==> src/rtl/seg_pkg.sv <==
package seg_pkg;
   localparam int UNIT_W = 8;
   localparam int REG_W  = 32;

   typedef struct packed {
      logic [UNIT_W-1:0] s_end;
      logic [UNIT_W-1:0] s_start;
   } seg_t;

   // Reset layout: first chip select is wider, the rest follow back to back
   function automatic logic [UNIT_W-1:0] def_start(int idx, int base, int first, int rest);
      return (idx == 0) ? UNIT_W'(base) : UNIT_W'(base + first + (idx - 1) * rest);
   endfunction

   function automatic logic [UNIT_W-1:0] def_end(int idx, int base, int first, int rest);
      return (idx == 0) ? UNIT_W'(base + first) : UNIT_W'(base + first + idx * rest);
   endfunction
endpackage

==> src/rtl/seg_upd_check.sv <==
module seg_upd_check
   import seg_pkg::*;
#(
   parameter int NUM_CS     = 5,
   parameter int CS_W       = 3,
   parameter int WIN_BASE_U = 64,
   parameter int WIN_UNITS  = 32
) (
   input  logic [CS_W-1:0]        wr_cs,
   input  logic [15:0]            fld,
   input  seg_t [NUM_CS-1:0]      segs,
   output seg_t                   nseg,
   output logic                   reject,
   output logic                   misalign,
   output logic                   overlap
);
   localparam logic [UNIT_W-1:0] BASE_U = UNIT_W'(WIN_BASE_U);
   localparam logic [UNIT_W:0]   BASE9  = (UNIT_W+1)'(WIN_BASE_U);
   localparam logic [UNIT_W:0]   TOP9   = (UNIT_W+1)'(WIN_BASE_U + WIN_UNITS);

   logic [UNIT_W-1:0] ns, ne, nsize, divisor;
   logic              nen;
   logic [NUM_CS-1:0] ov;

   always_comb begin
      ne      = fld[15:8];
      ns      = (wr_cs == '0) ? BASE_U : fld[7:0];
      nen     = ne > ns;
      nsize   = ne - ns;
      divisor = nen ? nsize : UNIT_W'(1);
      reject  = ({1'b0, ne} <= BASE9) || ({1'b0, ns} > TOP9);
      misalign = !reject && nen && ((ns % divisor) != '0);
      nseg.s_end   = ne;
      nseg.s_start = ns;
   end

   for (genvar j = 0; j < NUM_CS; j++) begin : g_ov
      assign ov[j] = nen && (wr_cs != CS_W'(j)) &&
                     (segs[j].s_end > segs[j].s_start) &&
                     (ne > segs[j].s_start) && (ns < segs[j].s_end);
   end

   assign overlap = !reject && (|ov);
endmodule

==> src/rtl/seg_bank.sv <==
module seg_bank
   import seg_pkg::*;
#(
   parameter int NUM_CS     = 5,
   parameter int CS_W       = 3,
   parameter int WIN_BASE_U = 64,
   parameter int WIN_UNITS  = 32,
   parameter int CS0_UNITS  = 8,
   parameter int CSN_UNITS  = 4
) (
   input  logic              clk,
   input  logic              rst_n,
   input  logic              wr_en,
   input  logic [CS_W-1:0]   wr_cs,
   input  logic [15:0]       fld,
   output seg_t [NUM_CS-1:0] segs,
   output logic              upd_reject,
   output logic              upd_misalign,
   output logic              upd_overlap
);
   localparam logic [CS_W:0] NCS = (CS_W+1)'(NUM_CS);

   seg_t nseg;
   logic rej, mis, ovl, wr_ok;

   seg_upd_check #(
      .NUM_CS(NUM_CS), .CS_W(CS_W), .WIN_BASE_U(WIN_BASE_U), .WIN_UNITS(WIN_UNITS)
   ) u_chk (
      .wr_cs(wr_cs), .fld(fld), .segs(segs),
      .nseg(nseg), .reject(rej), .misalign(mis), .overlap(ovl)
   );

   assign wr_ok = wr_en && ({1'b0, wr_cs} < NCS);

   always_ff @(posedge clk or negedge rst_n) begin
      if (!rst_n) begin
         for (int i = 0; i < NUM_CS; i++) begin
            segs[i].s_start <= def_start(i, WIN_BASE_U, CS0_UNITS, CSN_UNITS);
            segs[i].s_end   <= def_end(i, WIN_BASE_U, CS0_UNITS, CSN_UNITS);
         end
         upd_reject   <= 1'b0;
         upd_misalign <= 1'b0;
         upd_overlap  <= 1'b0;
      end else begin
         upd_reject   <= wr_ok && rej;
         upd_misalign <= wr_ok && mis;
         upd_overlap  <= wr_ok && ovl;
         if (wr_ok && !rej) begin
            segs[wr_cs] <= nseg;
         end
      end
   end
endmodule

==> src/rtl/seg_decode.sv <==
module seg_decode
   import seg_pkg::*;
#(
   parameter int NUM_CS  = 5,
   parameter int CS_W    = 3,
   parameter int ADDR_W  = 31,
   parameter int UNIT_SH = 23
) (
   input  seg_t [NUM_CS-1:0]  segs,
   input  logic               acc_direct,
   input  logic [CS_W-1:0]    acc_cs,
   input  logic [ADDR_W-1:0]  acc_addr,
   output logic [NUM_CS-1:0]  cs_hit,
   output logic [ADDR_W-1:0]  loc_off,
   output logic               addr_err
);
   localparam logic [CS_W:0] NCS = (CS_W+1)'(NUM_CS);

   logic [UNIT_W-1:0] addr_u;
   logic [NUM_CS-1:0] en, match;

   assign addr_u = acc_addr[ADDR_W-1:UNIT_SH];

   for (genvar i = 0; i < NUM_CS; i++) begin : g_match
      assign en[i]    = segs[i].s_end > segs[i].s_start;
      assign match[i] = en[i] && (addr_u >= segs[i].s_start) && (addr_u < segs[i].s_end);
   end

   logic [CS_W-1:0]   sel;
   logic              found;
   logic [UNIT_W-1:0] dsize;

   always_comb begin
      cs_hit   = '0;
      loc_off  = '0;
      addr_err = 1'b1;
      sel      = '0;
      found    = 1'b0;
      dsize    = '0;
      if (acc_direct) begin
         if (({1'b0, acc_cs} < NCS) && en[acc_cs]) begin
            dsize          = segs[acc_cs].s_end - segs[acc_cs].s_start;
            cs_hit[acc_cs] = 1'b1;
            addr_err       = addr_u >= dsize;
            loc_off        = {addr_u % dsize, acc_addr[UNIT_SH-1:0]};
         end
      end else begin
         for (int i = NUM_CS - 1; i >= 0; i--) begin
            if (match[i]) begin
               sel   = CS_W'(i);
               found = 1'b1;
            end
         end
         if (found) begin
            cs_hit[sel] = 1'b1;
            loc_off     = acc_addr - {segs[sel].s_start, {UNIT_SH{1'b0}}};
            addr_err    = 1'b0;
         end
      end
   end
endmodule

==> src/rtl/seg_window_dec.sv <==
module seg_window_dec
   import seg_pkg::*;
#(
   parameter int NUM_CS     = 5,
   parameter int ADDR_W     = 31,
   parameter int UNIT_SH    = 23,
   parameter int WIN_BASE_U = 64,
   parameter int WIN_UNITS  = 32,
   parameter int CS0_UNITS  = 8,
   parameter int CSN_UNITS  = 4,
   localparam int CS_W      = (NUM_CS > 1) ? $clog2(NUM_CS) : 1
) (
   input  logic              clk,
   input  logic              rst_n,
   input  logic              wr_en,
   input  logic [CS_W-1:0]   wr_cs,
   input  logic [REG_W-1:0]  wr_data,
   input  logic              acc_direct,
   input  logic [CS_W-1:0]   acc_cs,
   input  logic [ADDR_W-1:0] acc_addr,
   output logic [NUM_CS-1:0] cs_hit,
   output logic [ADDR_W-1:0] loc_off,
   output logic              addr_err,
   output logic              upd_reject,
   output logic              upd_misalign,
   output logic              upd_overlap
);
   if (NUM_CS < 1 || NUM_CS > 8) begin : g_bad_cs
      $error("seg_window_dec: NUM_CS must lie in 1..8");
   end
   if (ADDR_W - UNIT_SH != UNIT_W) begin : g_bad_unit
      $error("seg_window_dec: address field must be exactly UNIT_W bits");
   end
   if (WIN_BASE_U + WIN_UNITS > 255) begin : g_bad_win
      $error("seg_window_dec: window exceeds the unit field");
   end
   if (CS0_UNITS + (NUM_CS - 1) * CSN_UNITS > WIN_UNITS) begin : g_bad_def
      $error("seg_window_dec: reset layout does not fit the window");
   end

   wire unused_lo = ^wr_data[15:0];

   seg_t [NUM_CS-1:0] segs;

   seg_bank #(
      .NUM_CS(NUM_CS), .CS_W(CS_W), .WIN_BASE_U(WIN_BASE_U), .WIN_UNITS(WIN_UNITS),
      .CS0_UNITS(CS0_UNITS), .CSN_UNITS(CSN_UNITS)
   ) u_bank (
      .clk(clk), .rst_n(rst_n), .wr_en(wr_en), .wr_cs(wr_cs), .fld(wr_data[31:16]),
      .segs(segs), .upd_reject(upd_reject), .upd_misalign(upd_misalign),
      .upd_overlap(upd_overlap)
   );

   seg_decode #(
      .NUM_CS(NUM_CS), .CS_W(CS_W), .ADDR_W(ADDR_W), .UNIT_SH(UNIT_SH)
   ) u_dec (
      .segs(segs), .acc_direct(acc_direct), .acc_cs(acc_cs), .acc_addr(acc_addr),
      .cs_hit(cs_hit), .loc_off(loc_off), .addr_err(addr_err)
   );
endmodule

==> config.mk <==
export PLATFORM = sky130hd
export DESIGN_NAME = seg_window_dec
export DESIGN_NICKNAME = d
export VERILOG_FILES = /design/src/rtl/seg_pkg.sv /design/src/rtl/seg_upd_check.sv /design/src/rtl/seg_bank.sv /design/src/rtl/seg_decode.sv /design/src/rtl/seg_window_dec.sv
export SDC_FILE = /design/constraint.sdc
export NUM_CORES = 1
export LEC_CHECK = 0
export ABC_AREA = 1
export BUFFER_PORTS_ARGS = -buffer_cell sky130_fd_sc_hd__clkbuf_2
export CAP_MARGIN = 20
export CORE_MARGIN = 2
export CORE_UTILIZATION = 41
export CTS_CLUSTER_DIAMETER = 60
export DETAILED_ROUTE_END_ITERATION = 10
export PLACE_DENSITY = 0.55
export SYNTH_ARGS = -nofsm -noshare
export SYNTH_HDL_FRONTEND = slang
export SYNTH_HIERARCHICAL = 1
export SYNTH_SLANG_ARGS = --single-unit
==> constraint.sdc <==
create_clock -name clk -period 27.9 [get_ports clk]
set_clock_uncertainty 0.2 [all_clocks]
set_input_delay 6.975 -clock clk [delete_from_list [all_inputs] [get_ports clk]]
set_output_delay 6.975 -clock clk [all_outputs]
set_load 0.1 [all_outputs]
### After elaboration in Yosys (flattened, before gate mapping)

Cells that the tools add are included.

* register bits: 83
* input port bits: 73
* output and inout port bits: 40
* logic and storage cells: 143

* add/subtract/negate cells: 3
* div/mod/pow operators: 2
* magnitude comparators: 37
* equal/unequal tests: 4
* multiplexer cells: 36
* reduce and logical (&&, ||, !) cells: 48

Operators by type and width (number)
* 16-bit binary-select mux with 3-bit select: 2
* 31-bit 2-to-1 mux: 3
* 8-bit greater-than comparator: 11
* 80-bit bitwise mux: 1
* 8-bit less-than comparator: 10
* 16-bit demux with 3-bit select: 1
* 8-bit >= comparator: 6
* 1-bit logical AND: 42
* 16-bit 2-to-1 mux: 2
* 31-bit subtractor: 1
* 8-bit 2-to-1 mux: 3
* 3-bit 2-to-1 mux: 6
* 8-bit by 8-bit remainder unit with 8-bit output: 2
* 8-bit subtractor: 2
* 5-bit 2-to-1 mux: 3
* 3-bit by 4-bit less-than comparator with 1-bit output, second input constant: 3
* 1-bit 2-to-1 mux: 12
* 3-bit by 1-bit >= comparator with 1-bit output, second input constant: 3
* 8-bit by 7-bit greater-than comparator with 1-bit output, second input constant: 1
* 8-bit by 7-bit less-or-equal comparator with 1-bit output, second input constant: 1
* 8-bit nonzero test: 1
* 1-bit demux with 3-bit select: 2
* 3-bit less-than comparator, second input constant: 2
* 3-bit by 2-bit != test with 1-bit output, second input constant: 2
* other kinds (8): 8

### Longest topological paths before layout

Gate-level depths: netlist of run 1.

* depth after elaboration: 15
* depth in mapped cells: 97
* mapped depth without buffers: 96

### Hierarchy

The synthesis of run 1 kept the hierarchy.

By module, submodules not included
* seg_decode: instances 1, cells each 1029, area an instance 6517.5 sq um, sequential area each 0.0 sq um
* seg_upd_check: instances 1, cells each 868, area an instance 5545.3 sq um, sequential area each 0.0 sq um
* seg_bank: instances 1, cells each 372, area an instance 3493.4 sq um, sequential area each 2107.0 sq um

### Least setup slack after synthesis of run 1

Ideal clock, no wire load.

* path type: input to output
* from: input port acc_cs[2]
* to: output port loc_off[23]
* arrival: 19.103 ns
* data required time: 20.725 ns
* slack: 1.622 ns
* stages: 78
* buffers on the path: 1
* cells stage by stage: nor2_2 inv_1 nor2_1 clkinv_1 o2111ai_1 ha_1 inv_1 fa_1 xnor2_1 nand2_1 nor2_1 inv_1 nor2_4 nand3_1 nand2_1 ha_1 o21ai_0 nand2_1 [42 not listed] a21oi_1 o21bai_1 nand2_1 nand2_1 nand2_2 inv_1 nand2_1 nand2_1 inv_2 ha_1 inv_1 nor3_1 nand3_1 and3_1 inv_1 clkbuf_1 o21ai_0 o22ai_1

* longest elaborated chain between the ends: 6
* elaborated cells between the ends (all ways): 10
* those cells by class: add/sub (1); div (1); order compare (1); mux (6); reduce/logical (1)

Ends and longest elaborated chain
* start: declaration: line seg_window_dec.sv:19 `input logic [CS_W-1:0] acc_cs,`
* 16-bit binary-select mux with 3-bit select: line seg_decode.sv:42 `dsize = segs[acc_cs].s_end - segs[acc_cs].s_start;`
* 16-bit 2-to-1 mux (not written as such): line seg_decode.sv:42
* 8-bit subtractor: line seg_decode.sv:42
* 8-bit by 8-bit remainder unit with 8-bit output: line seg_decode.sv:45 `loc_off = {addr_u % dsize, acc_addr[UNIT_SH-1:0]};`
* 31-bit 2-to-1 mux (*): line seg_decode.sv:41 `if (({1'b0, acc_cs} < NCS) && en[acc_cs]) begin`
* 31-bit 2-to-1 mux (*): line seg_decode.sv:40 `if (acc_direct) begin`
* end: declaration: line seg_window_dec.sv:22 `output logic [ADDR_W-1:0] loc_off,`

Every way passes the cells marked *; elsewhere a longest branch is shown, timed or not. The select of a mux whose other input is x is not followed.

### Final worst setup path of run 1

* from: input port acc_cs[2]
* to: output port loc_off[27]

Same word-level chain as after synthesis.

==> metrics.md, run 1 <==
| Metric | Value |
|---|---|
| Synth Flop Type | `dfrtp_1` |
| Final design utilization | `45.29%` |
| Fraction of layout cells with a size suffix above 1 | `12.13%` |
| Clk root buf | `clkbuf_16` |
| Clock transition at path regs | `0.06 ns` |
| Post-Synthesis Cell Area | `15560 um2` |
| Number of global-route vias before repair | `14939` |
| Lkg Pwr | `0.008904 uW` |
| Deepest level of the CTS H-tree | `3` |
| Cell count after synthesis | `2269` |
| CTS Sinks | `83` |
| Final ANT Viol Nets | `0` |
| First-pass GRT wire length | `82930 um` |
| Design area | `16980 um2` |
| Post-Syn Nets | `2676` |
| YS warnings | `6` |
| Register area share after synthesis | `13.54%` |
| Met1 GRT Util | `33.56%` |
| Die area | `39520 um2` |
| Hold Crit Depth | `2` |
| Status | `completed` |
| Placed Instance Area | `16560 um2` |
| TritonCTS clock tree | `done` |
| Fin nets | `2752` |
| Post-synth ARST share | `100.0%` |
| Library cells used by synthesis | `67` |
| Leading area contributor after synthesis | `ha_1` |
| Syn Area/Cell | `6.856 um2` |
| Top cell type's share of synthesized area | `26.46%` |
| Clock Tree Buf Depth | `2` |
| Initial DRT Pass Iterations | `8` |
| Setup violators final | `0` |
| Initial Util | `41.50%` |
| Layout area overhead | `9.137%` |
| Largest cells by area after synthesis | `ha_1 (26%), nand2_1 (13%), dfrtp_1 (9.5%)` |
| Met3 usage | `3.544%` |
| GPL Wtd Cong | `0.9702` |
| Antenna fix cells | `0` |
| FMAX | `0.03738 GHz` |
| Worst R2R Setup Slack | `24.80 ns` |
| Total GRT Usage | `27.47%` |
| Total CTS buffers | `9` |
| DRC viols | `0` |
| Final worst path period need | `26.75 ns` |
| Die extent in y | `198.8 um` |
| Number of synthesized flops with an enable pin | `0` |
| Area of the core | `37490 um2` |
| Worst slew margin | `38.90%` |
| VDD IR max | `0.3212 mV` |
| Drt total wl | `54000 um` |
| Hold Crit Start | `u_bank/segs[54]` |
| Max Cap Violations | `0` |
| HP Class | `reg -> reg` |
| Final period util | `95.89%` |
| Skew-Pair Late Insertion Delay | `0.36 ns` |
| Initial antenna violation count | `0` |
| Wire per inst | `18.87 um` |
| Final Slew Violations | `0` |
| Gr ovfl total | `0` |
| CP Data Required Time | `20.72 ns` |
| Path depth of the worst reg2reg path | `14` |
| # port buffers | `96` |
| Die W | `198.8 um` |
| WHS Endpoint | `u_bank/segs[54]` |
| Critical Path Sink Type | `output port` |
| Vias per cell | `5.474` |
| DR iter-0 viols | `919` |
| Max incr delay on CP | `0.48 ns` |
| Hold Violations, Final | `0` |
| Rows | `71` |
| FF-to-FF End | `u_bank/upd_overlap` |
| Most frequent CP cell | `nand2_1` |
| CP Launch Type | `primary input` |
| Largest net degree at the start of global routing | `71` |
| Routed vias | `15661` |
| Detailed placement HPWL | `42220 um` |
| Critical path arrival | `19.58 ns` |
| Critical-path top delay cell | `ha_1` |
| # IOs | `113` |
| Worst-margin pin slew | `0.9069 ns` |
| Power Density | `128.6 nW/um2` |
| Yosys reg bits | `83` |
| Global-route track usage on met2 | `48.82%` |
| Worst Path Max Fanout | `12` |
| Busiest grt layer | `met2` |
| Setup CP Type | `in -> out` |
| Worst r2r src | `u_bank/segs[7]` |
| Worst Setup SP | `acc_cs[2]` |
stage by stage:
step                      worst slack, ns  TNS [ns]  hold slack (ns)  power, uW  instances
after floorplan                     1.622         0           0.2502       1657       2269
after global placement             0.5255         0           0.2627       1996       2841
after detailed placement           0.3356         0           0.2698       2030       2842
after CTS                          0.2546         0           0.2821       2175       2858
after global routing             -0.01811  -0.02828           0.2969       2439       2861
final                               1.148         0           0.2864       2183       2861
cell usage after synthesis (all sizes together) (3+ instances only):
| library cell | n |
|---|---|
| a211oi | 7 |
| a21boi | 8 |
| a21o | 10 |
| a21oi | 181 |
| a221oi | 10 |
| and2 | 9 |
| and3 | 4 |
| buf | 34 |
| clkbuf | 18 |
| dfrtp | 59 |
| dfstp | 24 |
| fa | 5 |
| ha | 329 |
| inv | 377 |
| nand2 | 542 |
| nand3 | 129 |
| nand3b | 9 |
| nand4 | 105 |
| nor2 | 106 |
| nor3 | 16 |
| nor3b | 23 |
| nor4 | 5 |
| o2111ai | 15 |
| o211ai | 21 |
| o21a | 7 |
| o21ai | 113 |
| o21bai | 13 |
| o22ai | 10 |
| o31ai | 3 |
| o32ai | 3 |
| or2 | 19 |
| xnor2 | 20 |
| xor2 | 21 |
layout by cell type, fill, tap and decap left out, types with 21 or more instances in the layout:
| cell | n |
|---|---|
| nand2_1 | 519 |
| inv_1 | 362 |
| ha_1 | 329 |
| a21oi_1 | 178 |
| nand3_1 | 104 |
| nand4_1 | 100 |
| clkbuf_2 | 89 |
| nor2_1 | 88 |
| o21ai_0 | 83 |
| dfrtp_1 | 59 |
| dfstp_2 | 24 |
| nor3b_1 | 23 |
| buf_4 | 21 |
| nand2_2 | 21 |
| xor2_1 | 21 |
| o211ai_1 | 21 |
final cells by class:
class / instances / area, um2
Inverter: 379 / 1423
Tap cell: 511 / 639.4
Fill cell: 3993 / 20510
Multi-Input combinational cell: 1755 / 11820
Clock inverter: 5 / 85.08
Sequential cell: 83 / 2107
Clock buffer: 11 / 242.7
Timing Repair Buffer: 117 / 659.4
how the worst max path moves through the flow:
stage,depth (start not counted),end
after floorplan,78,loc_off[23]
after global placement,81,loc_off[23]
after detailed placement,81,loc_off[23]
after CTS,81,loc_off[23]
after global routing,82,loc_off[24]
final,80,loc_off[27]
per-layer routing:
layer / wire length [um] / share of wire (%)
met5: 0 / 0
met3: 3037 / 5.6
met4: 1953 / 3.6
met1: 23150 / 43
met2: 25860 / 48
cell families after synthesis:
kind of cell	Yosys count	share of synthesized area [%]
and+or+nand+nor	968	30.35
buffers and inverters	431	10.85
AOI/OAI and AO/OA	412	15.80
adders and majority gates	334	27.11
DFF	83	13.54
xor gates and xnor gates	41	2.357
registers in the layout (all words and copies together), names as in the netlist:
name / cells
u_bank/upd_reject: 1
u_bank/upd_overlap: 1
u_bank/segs: 80
u_bank/upd_misalign: 1
timing repair:
action,in CTS,in global routing
hold buffers,0,0
endpoints found under the setup margin,0,8
gates resized for setup,0,28
endpoints found under the hold margin,0,0
setup buffers,0,3
critical path, delay by kind of cell:
family	cells	cell delay (ns)
compound gates	30	4.72
simple gates	32	3.93
fa+ha+maj	8	2.58
buf+inv	10	1.34
report_power, final:
part           leakage [uW]  internal, uW  switching (uW)
logic               0.00772           655            1190
registers           0.00102           150            52.3
clock network      0.000156          81.4            54.3
total               0.00890           887            1300
No activity file was read; power rests on OpenSTA's default activity.
==> run 2: changes to the inputs <==
==> constraint.sdc (replaced) <==
create_clock -name clk -period 27.9 [get_ports clk]
set_clock_uncertainty 0.2 [all_clocks]
set_input_delay 1.395 -clock clk [delete_from_list [all_inputs] [get_ports clk]]
set_output_delay 1.395 -clock clk [all_outputs]
set_load 0.1 [all_outputs]
==> run 2 against run 1 <==
  * Power shrank 0.78%
  * Register-to-register slack worse by 0.08 ns
  * Global-route usage about the same
  * Critical endpoint is now loc_off[23]
  * Clock power decreased by 8%
  * Sequential power about the same
  * First-iteration DRC count down 3.8%
  * Die area unchanged
  * Non-clock buffer count decreased by 7
  * Clock-buffer cell count shrank 2
  * Core utilization down 0.40 points
==> metrics.md, run 2 (synthesized netlist as in run 1, its figures left out) <==
| Metric | Value |
|---|---|
| Min Hold Slack | `0.2845 ns (-0.001894 ns)` |
| Clock Tree Buf Depth | `2 (unchanged)` |
| TritonCTS clock tree | `done` |
| Skew-Pair Late Insertion Delay | `0.36 ns (about the same)` |
| Worst R2R Setup Slack | `24.72 ns (-0.08 ns)` |
| Final TNS setup | `0 ns (unchanged)` |
| Worst slew margin | `41.28% (+2.4 points)` |
| Critical-path top delay cell | `nor2_1` |
| Largest register FFs | `80 (unchanged)` |
| Final worst path period need | `17.28 ns (-9.476 ns)` |
| Busiest grt layer | `met2` |
| Worst-margin pin slew | `0.8716 ns (-0.03523 ns)` |
| Initial Util | `41.50% (unchanged)` |
| CP Launch Type | `primary input` |
| Initial DRT Pass Iterations | `5 (-3)` |
| Most frequent CP cell | `nand2_1` |
| Number of global-route vias before repair | `14937 (-0.013%)` |
| Vias per cell | `5.483 (+0.16%)` |
| Fraction of layout cells with a size suffix above 1 | `11.48% (-0.65 points)` |
| Detailed placement HPWL | `42200 um (about the same)` |
| Met3 usage | `2.679% (-0.86 points)` |
| First-pass GRT wire length | `83150 um (+0.27%)` |
| Gr ovfl total | `0 (unchanged)` |
| Most frequent cells in the layout | `nand2_1 (519), inv_1 (364), ha_1 (329)` |
| CP Data Required Time | `26.31 ns (+5.59 ns)` |
| VDD IR max | `0.2403 mV (-25%)` |
| # port buffers | `96 (unchanged)` |
| Total GRT Usage | `27.50% (+0.035 points)` |
| # IOs | `113 (unchanged)` |
| Clock transition at path regs | `0.07 ns (about the same)` |
| Wire per inst | `18.88 um (about the same)` |
| Die extent in y | `198.8 um (unchanged)` |
| HP Class | `reg -> reg` |
| Clk root buf | `clkbuf_16` |
| GPL Wtd Cong | `0.9437 (-2.7%)` |
| Max incr delay on CP | `0.53 ns (+0.05 ns)` |
| Area of the core | `37490 um2 (unchanged)` |
| Status | `completed` |
| Critical path arrival | `15.68 ns (-3.90 ns)` |
| Met1 GRT Util | `34.25% (+0.69 points)` |
| Antenna fix cells | `0 (unchanged)` |
| Largest net degree at the start of global routing | `64 (-9.9%)` |
| Max Cap Violations | `0 (unchanged)` |
| RSZ-0062 raised after global routing | `false` |
| Die W | `198.8 um (unchanged)` |
| CTS Sinks | `83 (unchanged)` |
| Critical Path Sink Type | `output port` |
| Cts hold-fix bufs | `0 (unchanged)` |
| Global-route track usage on met2 | `49.59% (+0.76 points)` |
| Power Density | `128.7 nW/um2 (+0.11%)` |
| Final Slew Violations | `0 (unchanged)` |
| Number of setup buffers added after CTS | `0 (unchanged)` |
| FMAX | `0.05788 GHz (+55%)` |
| Largest Register | `u_bank/segs` |
| Lkg Pwr | `0.008842 uW (-0.70%)` |
| Hold Violations, Final | `0 (unchanged)` |
| Most common cell after layout, fill and taps aside | `nand2_1` |
| Setup CP Type | `in -> out` |
| Drt total wl | `53880 um (-0.23%)` |
| DR iter-0 viols | `884 (-3.8%)` |
| Initial antenna violation count | `0 (unchanged)` |
| Setup violators final | `0 (unchanged)` |
| DRC viols | `0 (unchanged)` |
| Deepest level of the CTS H-tree | `3 (unchanged)` |
| Final period util | `61.92% (-34 points)` |
| Total CTS buffers | `9 (unchanged)` |
| Routed vias | `15648 (-0.083%)` |
| Post-CTS sizing | `0 (unchanged)` |
| Final ANT Viol Nets | `0 (unchanged)` |
| Layout area overhead | `8.172%` |
| Fin nets | `2745 (-0.25%)` |
| Rows | `71 (unchanged)` |
| Die area | `39520 um2 (unchanged)` |
| Worst Path Max Fanout | `30 (+18)` |
-- run 2: changes by cell type in the layout (fill, tap and decap cells not counted), sizes merged --
cell,before,now
clkbuf,106,104
bufinv,2,1
buf,22,15
clkinvlp,1,2
clkinv,2,4
-- run 2: layout make-up --
type | count | area, um2
fill | 3927 | 20660
multi-input combinational | 1755 | 11770
clock inverter | 7 | 76.32
inverter | 379 | 1423
tap | 511 | 639.4
clock buffer | 9 | 225.2
sequential | 83 | 2107
timing repair buffer | 110 | 588.1
-- run 2: per-stage QoR --
step | area, um2 | setup slack [ns] | total power [uW] | std cells | util, %
4_1_cts | 16830 | 10.80 | 2173 | 2854 | 44.89
6_report | 16830 | 10.62 | 2166 | 2854 | 44.89
5_1_grt | 16830 | 9.192 | 2430 | 2854 | 44.89
2_1_floorplan | 15560 | 12.78 | 1657 | 2269 | -
3_3_place_gp | 16520 | 11.13 | 1999 | 2837 | 44.06
3_5_place_dp | 16530 | 10.86 | 2036 | 2838 | 44.08
-- run 2: power breakdown --
| part | internal [uW] | switching, uW |
|---|---|---|
| Combinational | 646 | 1190 |
| Clock | 70.1 | 55.1 |
| Sequential | 150 | 52.6 |
-- run 2: path summary, 6_finish.rpt --
path / from / end / cells past startpoint
min in group asynchronous: rst_n / u_bank/segs[29] / 1
max in group asynchronous: rst_n / u_bank/segs[53] / 2
setup / recovery: acc_cs[0] / loc_off[23] / 83
hold reg to reg: u_bank/segs[34] / u_bank/segs[34] / 2
hold / removal: u_bank/segs[34] / u_bank/segs[34] / 2
setup reg to reg: u_bank/segs[7] / u_bank/upd_overlap / 14
-- run 2: worst max-delay path: cells and delay by family --
family          cells  cell delay (ns)
fa+ha+maj           9             2.55
buf+inv            12             2.57
compound gates     28             4.77
simple gates       34             4.35
-- run 2: layer usage --
layer / vias up / wire, um
li1: 7856 / -
met1: 7289 / 23680
met2: 413 / 26120
met3: 90 / 2372
met4: 0 / 1709
met5: - / 0
